## src/rtl/cr_pkg.sv

```systemverilog
package cr_pkg;

    localparam int CR_W   = 32;
    localparam int HALF_W = CR_W / 2;

    typedef enum logic [1:0] {
        CR_IDENT = 2'd0,
        CR_EVT   = 2'd1,
        CR_PGT   = 2'd2,
        CR_FLAGS = 2'd3
    } cr_sel_e;

    // Bit positions inside the behaviour-flag word
    localparam int FLG_PTE = 0;
    localparam int FLG_EMU = 1;
    localparam int FLG_JIT = 2;
    localparam int FLG_DBG = 3;

    localparam logic [CR_W-1:0] FLG_WR_MASK =
        (CR_W'(1) << FLG_PTE) | (CR_W'(1) << FLG_DBG);

    typedef struct packed {
        logic    grant;
        logic    fault;
        logic    wr;
        logic    rd;
        cr_sel_e sel;
    } cr_decision_t;

    typedef struct packed {
        logic [CR_W-1:0] rdata;
        logic            fault;
    } cr_resp_t;

    function automatic logic [CR_W-1:0] make_ident(
        input logic [HALF_W-1:0] cpu,
        input logic [HALF_W-1:0] core
    );
        return {cpu, core};
    endfunction

    // Masked update: writable bits take new data, the rest stay zero
    function automatic logic [CR_W-1:0] flag_update(input logic [CR_W-1:0] wdata);
        return wdata & FLG_WR_MASK;
    endfunction

endpackage

```

## src/rtl/cr_access_check.sv

```systemverilog
module cr_access_check
    import cr_pkg::*;
#(
    parameter int IDX_W  = 3,
    parameter int NUM_CR = 4
) (
    input  logic             valid,
    input  logic             priv,
    input  logic             we,
    input  logic [IDX_W-1:0] idx,
    output cr_decision_t     dec
);
    localparam int SEL_W = $clog2(NUM_CR);
    localparam logic [IDX_W-1:0] LAST_IDX = IDX_W'(NUM_CR - 1);

    logic in_range;

    always_comb begin
        in_range  = (idx <= LAST_IDX);
        dec.grant = valid && priv && in_range;
        dec.fault = valid && !dec.grant;
        dec.wr    = dec.grant && we;
        dec.rd    = dec.grant && !we;
        dec.sel   = cr_sel_e'(idx[SEL_W-1:0]);
    end

endmodule

```

## src/rtl/cr_addr_bank.sv

```systemverilog
module cr_addr_bank
    import cr_pkg::*;
#(
    parameter int NUM_ADDR = 2
) (
    input  logic                           clk,
    input  logic                           rst,
    input  logic [NUM_ADDR-1:0]            wr_en,
    input  logic [CR_W-1:0]                wdata,
    output logic [NUM_ADDR-1:0][CR_W-1:0]  q
);
    for (genvar i = 0; i < NUM_ADDR; i++) begin : g_slot
        always_ff @(posedge clk) begin
            if (rst) begin
                q[i] <= '0;
            end else if (wr_en[i]) begin
                q[i] <= wdata;
            end
        end
    end

endmodule

```

## src/rtl/cr_flag_reg.sv

```systemverilog
module cr_flag_reg
    import cr_pkg::*;
(
    input  logic            clk,
    input  logic            rst,
    input  logic            wr_en,
    input  logic [CR_W-1:0] wdata,
    output logic [CR_W-1:0] flags,
    output logic            pte_en
);
    logic [CR_W-1:0] flags_q;

    always_ff @(posedge clk) begin
        if (rst) begin
            flags_q <= '0;
        end else if (wr_en) begin
            flags_q <= flag_update(wdata);
        end
    end

    // Emulated and JIT bits are hard zero in a hardware build
    assign flags  = flags_q & FLG_WR_MASK;
    assign pte_en = flags_q[FLG_PTE];

endmodule

```

## src/rtl/ctrl_reg_file.sv

```systemverilog
module ctrl_reg_file
    import cr_pkg::*;
#(
    parameter int IDX_W  = 3,
    parameter int NUM_CR = 4
) (
    input  logic              clk,
    input  logic              rst,
    input  logic              priv_i,
    input  logic [HALF_W-1:0] cpu_num_i,
    input  logic [HALF_W-1:0] core_num_i,
    input  logic              req_valid_i,
    input  logic [IDX_W-1:0]  req_idx_i,
    input  logic              req_we_i,
    input  logic [CR_W-1:0]   req_wdata_i,
    output logic [CR_W-1:0]   rsp_rdata_o,
    output logic              rsp_fault_o,
    output logic              pte_en_o
);
    localparam int NUM_ADDR = NUM_CR - 2;

    cr_decision_t                  dec;
    logic [NUM_ADDR-1:0]           addr_we;
    logic [NUM_ADDR-1:0][CR_W-1:0] addr_q;
    logic [CR_W-1:0]               flags;
    logic [CR_W-1:0]               rd_mux;
    cr_resp_t                      resp_d, resp_q;

    cr_access_check #(.IDX_W(IDX_W), .NUM_CR(NUM_CR)) u_check (
        .valid (req_valid_i),
        .priv  (priv_i),
        .we    (req_we_i),
        .idx   (req_idx_i),
        .dec   (dec)
    );

    for (genvar i = 0; i < NUM_ADDR; i++) begin : g_addr_we
        assign addr_we[i] = dec.wr && (dec.sel == cr_sel_e'(2'(i + 1)));
    end

    cr_addr_bank #(.NUM_ADDR(NUM_ADDR)) u_addr (
        .clk   (clk),
        .rst   (rst),
        .wr_en (addr_we),
        .wdata (req_wdata_i),
        .q     (addr_q)
    );

    cr_flag_reg u_flags (
        .clk    (clk),
        .rst    (rst),
        .wr_en  (dec.wr && (dec.sel == CR_FLAGS)),
        .wdata  (req_wdata_i),
        .flags  (flags),
        .pte_en (pte_en_o)
    );

    always_comb begin
        unique case (dec.sel)
            CR_IDENT: rd_mux = make_ident(cpu_num_i, core_num_i);
            CR_EVT:   rd_mux = addr_q[0];
            CR_PGT:   rd_mux = addr_q[1];
            default:  rd_mux = flags;
        endcase
        resp_d.rdata = dec.rd ? rd_mux : '0;
        resp_d.fault = dec.fault;
    end

    always_ff @(posedge clk) begin
        if (rst) begin
            resp_q <= '0;
        end else begin
            resp_q <= resp_d;
        end
    end

    assign rsp_rdata_o = resp_q.rdata;
    assign rsp_fault_o = resp_q.fault;

endmodule

```

## config.mk

```make
export PLATFORM = sky130hd
export DESIGN_NAME = ctrl_reg_file
export DESIGN_NICKNAME = d
export VERILOG_FILES = /design/src/rtl/cr_pkg.sv /design/src/rtl/cr_access_check.sv /design/src/rtl/cr_addr_bank.sv /design/src/rtl/cr_flag_reg.sv /design/src/rtl/ctrl_reg_file.sv
export SDC_FILE = /design/constraint.sdc
export NUM_CORES = 1
export LEC_CHECK = 0
export BUFFER_PORTS_ARGS = -buffer_cell sky130_fd_sc_hd__buf_4
export CORE_ASPECT_RATIO = 0.75
export CORE_MARGIN = 3
export CORE_UTILIZATION = 44
export DETAILED_ROUTE_END_ITERATION = 10
export HOLD_SLACK_MARGIN = 0.08
export PLACE_DENSITY_LB_ADDON = 0.2
export REMOVE_ABC_BUFFERS = 1
export SYNTH_ARGS = -nofsm -noshare
export SYNTH_HDL_FRONTEND = slang
export SYNTH_SLANG_ARGS = --single-unit
```

## constraint.sdc

```tcl
create_clock -name clk -period 1.08 [get_ports clk]
set_input_delay 0.216 -clock clk [delete_from_list [all_inputs] [get_ports clk]]
set_output_delay 0.216 -clock clk [all_outputs]
set_load 0.05 [all_outputs]
```

==> impl_summary.log <==
[metrics] Setup Crit Path Kind: reg -> reg
[metrics] netlist area before placement: 4310 um2
[metrics] Slew @ Worst Pin: 399 ps
[metrics] critical path's slowest cell: sky130_fd_sc_hd__mux4_2
[metrics] Synth warnings: 0
[metrics] post-CTS clock slew at the launch and capture registers of the worst setup and hold paths: 60 ps
[metrics] clock net sink count: 99
[metrics] result of the run: complete, no violations
[metrics] unrepaired setup endpoints after global routing: true
[metrics] type of element capturing the critical path: register
[metrics] number of nets with antenna violations after detailed routing: 0
[metrics] vertical extent of the die: 91.7 um
[metrics] total of cells resized after clock tree synthesis: 17
[metrics] WHS Path Cells: 3
[metrics] clock tree from TritonCTS: yes
[metrics] startpoint of the most critical register-to-register path: u_flags.flags_q[0]
[metrics] clock buffer count from CTS: 9
[metrics] launch point of the worst path: u_flags.flags_q[0]
[metrics] most common cell after layout, fill and taps aside: sky130_fd_sc_hd__buf_4
[metrics] classification of the worst-slack hold path: in -> reg
[metrics] cells along the critical path: mux4_2, nor2b_1
[metrics] area of the die: 11000 um2
[metrics] DR vias/cell: 5.14
[metrics] commonest cells after routing, fill and taps aside: sky130_fd_sc_hd__buf_4 (99), sky130_fd_sc_hd__dfxtp_1 (84), sky130_fd_sc_hd__nand2b_1 (68)
[metrics] Period Utilization, post-route: 97.8%
[metrics] count of standard-cell rows: 30
[metrics] power per standard cell area: 1340 nW/um2
[metrics] worst-case headroom to the max-slew limit: 73.4%
[metrics] worst r2r path cells: 2
[metrics] flop and latch count out of synthesis: 99
[metrics] fraction of layout cells with a size suffix above 1: 30.3%
[metrics] via count of the first global-routing pass: 3497
[metrics] cell at the root of the clock tree: sky130_fd_sc_hd__clkbuf_16
[metrics] drt first-iter violations: 184
[metrics] Layout Cells excl Fill: 673
[metrics] number of buffers added on ports: 105
[metrics] clock skew after layout: 5.58 ps
[metrics] post-detailed-route wirelength per cell: 16.2 um
[metrics] remaining design rule violation count: 0
[metrics] fmax: 0.947 GHz
[metrics] GPL Wtd Cong: 0.744
[metrics] chip width: 120 um
[metrics] number of fill cells in the layout: 806
[metrics] clk_lat worst skew: 330 ps
[metrics] number of endpoints with negative hold slack in the final report: 0
[metrics] number of iterations in the first detailed-routing pass: 4
[metrics] Routed Wire Length: 10900 um
[metrics] aggregate global-route resource usage: 19.9%
[metrics] Top Ports: 106
[metrics] worst hold path startpoint: req_valid_i
[metrics] setup violators final: 0
[metrics] first-pass GRT wire length: 17600 um
[metrics] Final Net Count: 612
[metrics] pin count of the biggest net entering global routing: 47
[metrics] Placed Cells: 657
[metrics] H-tree levels: 3
[metrics] total power consumption of the routed design: 7630 uW
[metrics] total via count after detailed routing: 3462
[metrics] min Tclk post-route: 1060 ps
[metrics] critical path data required time: 1300 ps
[metrics] initial core utilization: 46.5%
[metrics] arrival time reported for the critical path endpoint: 1280 ps
[metrics] max-cap violations: 0
[metrics] total half-perimeter wirelength after legalization and detailed placement: 7290 um
[metrics] CP startpoint kind: register
[metrics] antenna diode count: 0
[metrics] number of standard cells after synthesis: 440
[metrics] total congestion overflow after global routing: 0
[metrics] Longest Clk Path Bufs: 2
[metrics] antenna violations before repair: 0
[metrics] leakage power total: 0.00255 uW
[metrics] standard cell core area: 9270 um2
[metrics] slowest stage delay, CP: 450 ps
[metrics] peak supply drop: 0.848 mV
[metrics] Crit Path Max Fanout: 3
[metrics] layout overhead on the synthesized area: 32.5%
[metrics] count of final max-slew check failures: 0
[metrics] hold_buf cts: 0
[metrics] mean instance size in the synthesized netlist: 9.79 um2
[metrics] buffer count from post-CTS setup fixing: 0
[metrics] number of distinct library cells after synthesis: 21
[metrics] share of synthesized area occupied by flip-flops and latches: 46.0%
## per-stage QoR
stage	utilization, %	area [um2]	hold slack [ps]	worst slack [ps]	setup TNS, ps
2_1_floorplan	-	4090	339	-1180	-64490
3_3_place_gp	57.2	5310	460	-215	-12760
3_5_place_dp	57.2	5310	466	-231	-15270
4_1_cts	61.0	5660	136	0.0159	0
5_1_grt	61.6	5710	144	-1.83	-2.90
6_report	61.6	5710	149	23.7	0
## cell usage after synthesis
cell type,instances,share of area (%)
sky130_fd_sc_hd__a2bb2oi_1,30,6.1
sky130_fd_sc_hd__and2_1,1,0.15
sky130_fd_sc_hd__and4b_1,1,0.23
sky130_fd_sc_hd__buf_2,6,0.70
sky130_fd_sc_hd__buf_6,8,2.1
sky130_fd_sc_hd__clkbuf_1,22,1.9
sky130_fd_sc_hd__clkbuf_2,3,0.35
sky130_fd_sc_hd__dfxtp_1,99,46
sky130_fd_sc_hd__mux2i_1,64,15
sky130_fd_sc_hd__mux4_2,2,1.0
sky130_fd_sc_hd__nand2_4,1,0.26
sky130_fd_sc_hd__nand2b_1,68,9.9
sky130_fd_sc_hd__nand2b_4,1,0.32
sky130_fd_sc_hd__nand3_1,1,0.12
sky130_fd_sc_hd__nand4b_2,1,0.35
sky130_fd_sc_hd__nor2_1,30,2.6
sky130_fd_sc_hd__nor2b_1,36,5.2
sky130_fd_sc_hd__o21ai_0,55,6.4
sky130_fd_sc_hd__o21ai_1,9,1.0
sky130_fd_sc_hd__or2_4,1,0.20
sky130_fd_sc_hd__or3_1,1,0.15
## registers in the layout, indices dropped and copies added (netlist names)
signal and count:
u_addr.q 64, rsp_fault_o 1, rsp_rdata_o 32, u_flags.flags_q 2
## metal layers
metal,global-route usage [%],vias up,part of all wire (%),routed length (um)
met3,5.73,12,7.0,769
met4,5.00,0,0.85,93
met5,0,-,0,0
met2,32.1,113,47,5100
met1,26.5,1635,45,4960
li1,-,1702,-,-
## kinds of logic after synthesis
logic type | Yosys count | share of synthesized area (%)
compound gates | 94 | 13.5
mux | 66 | 15.9
buf+inv | 39 | 5.05
flops | 99 | 46.0
simple gates | 142 | 19.5
## cell type report
cell class	instances	area, um2	share of cell area (%)
Clock inverter	5	52.6	0.920
Timing Repair Buffer	128	1130	19.9
Tap cell	128	160	2.81
Sequential cell	99	2000	35.1
Multi-Input combinational cell	302	2120	37.1
Clock buffer	11	243	4.25
## where the power goes
| part | total (uW) | internal, uW | switching [uW] | leakage (uW) |
|---|---|---|---|---|
| clock network | 3170 | 1850 | 1330 | 0.000145 |
| registers | 3680 | 3670 | 11.3 | 0.000806 |
| logic | 775 | 426 | 349 | 0.00160 |
## final timing paths
check | end | slack [ps]
worst max-delay path | rsp_rdata_o[0] | 20
worst min register to register | u_addr.q[20] | 480
worst min-delay path | rsp_fault_o | 150
worst max register to register | rsp_rdata_o[0] | 20
## worst max-delay path: cells and delay by family, from the launching register on
kind | cells | cell delay (ps)
and+or+nand+nor | 1 | 140
DFF | 1 | 350
muxes | 1 | 450
No activity file was read; power rests on OpenSTA's default activity.
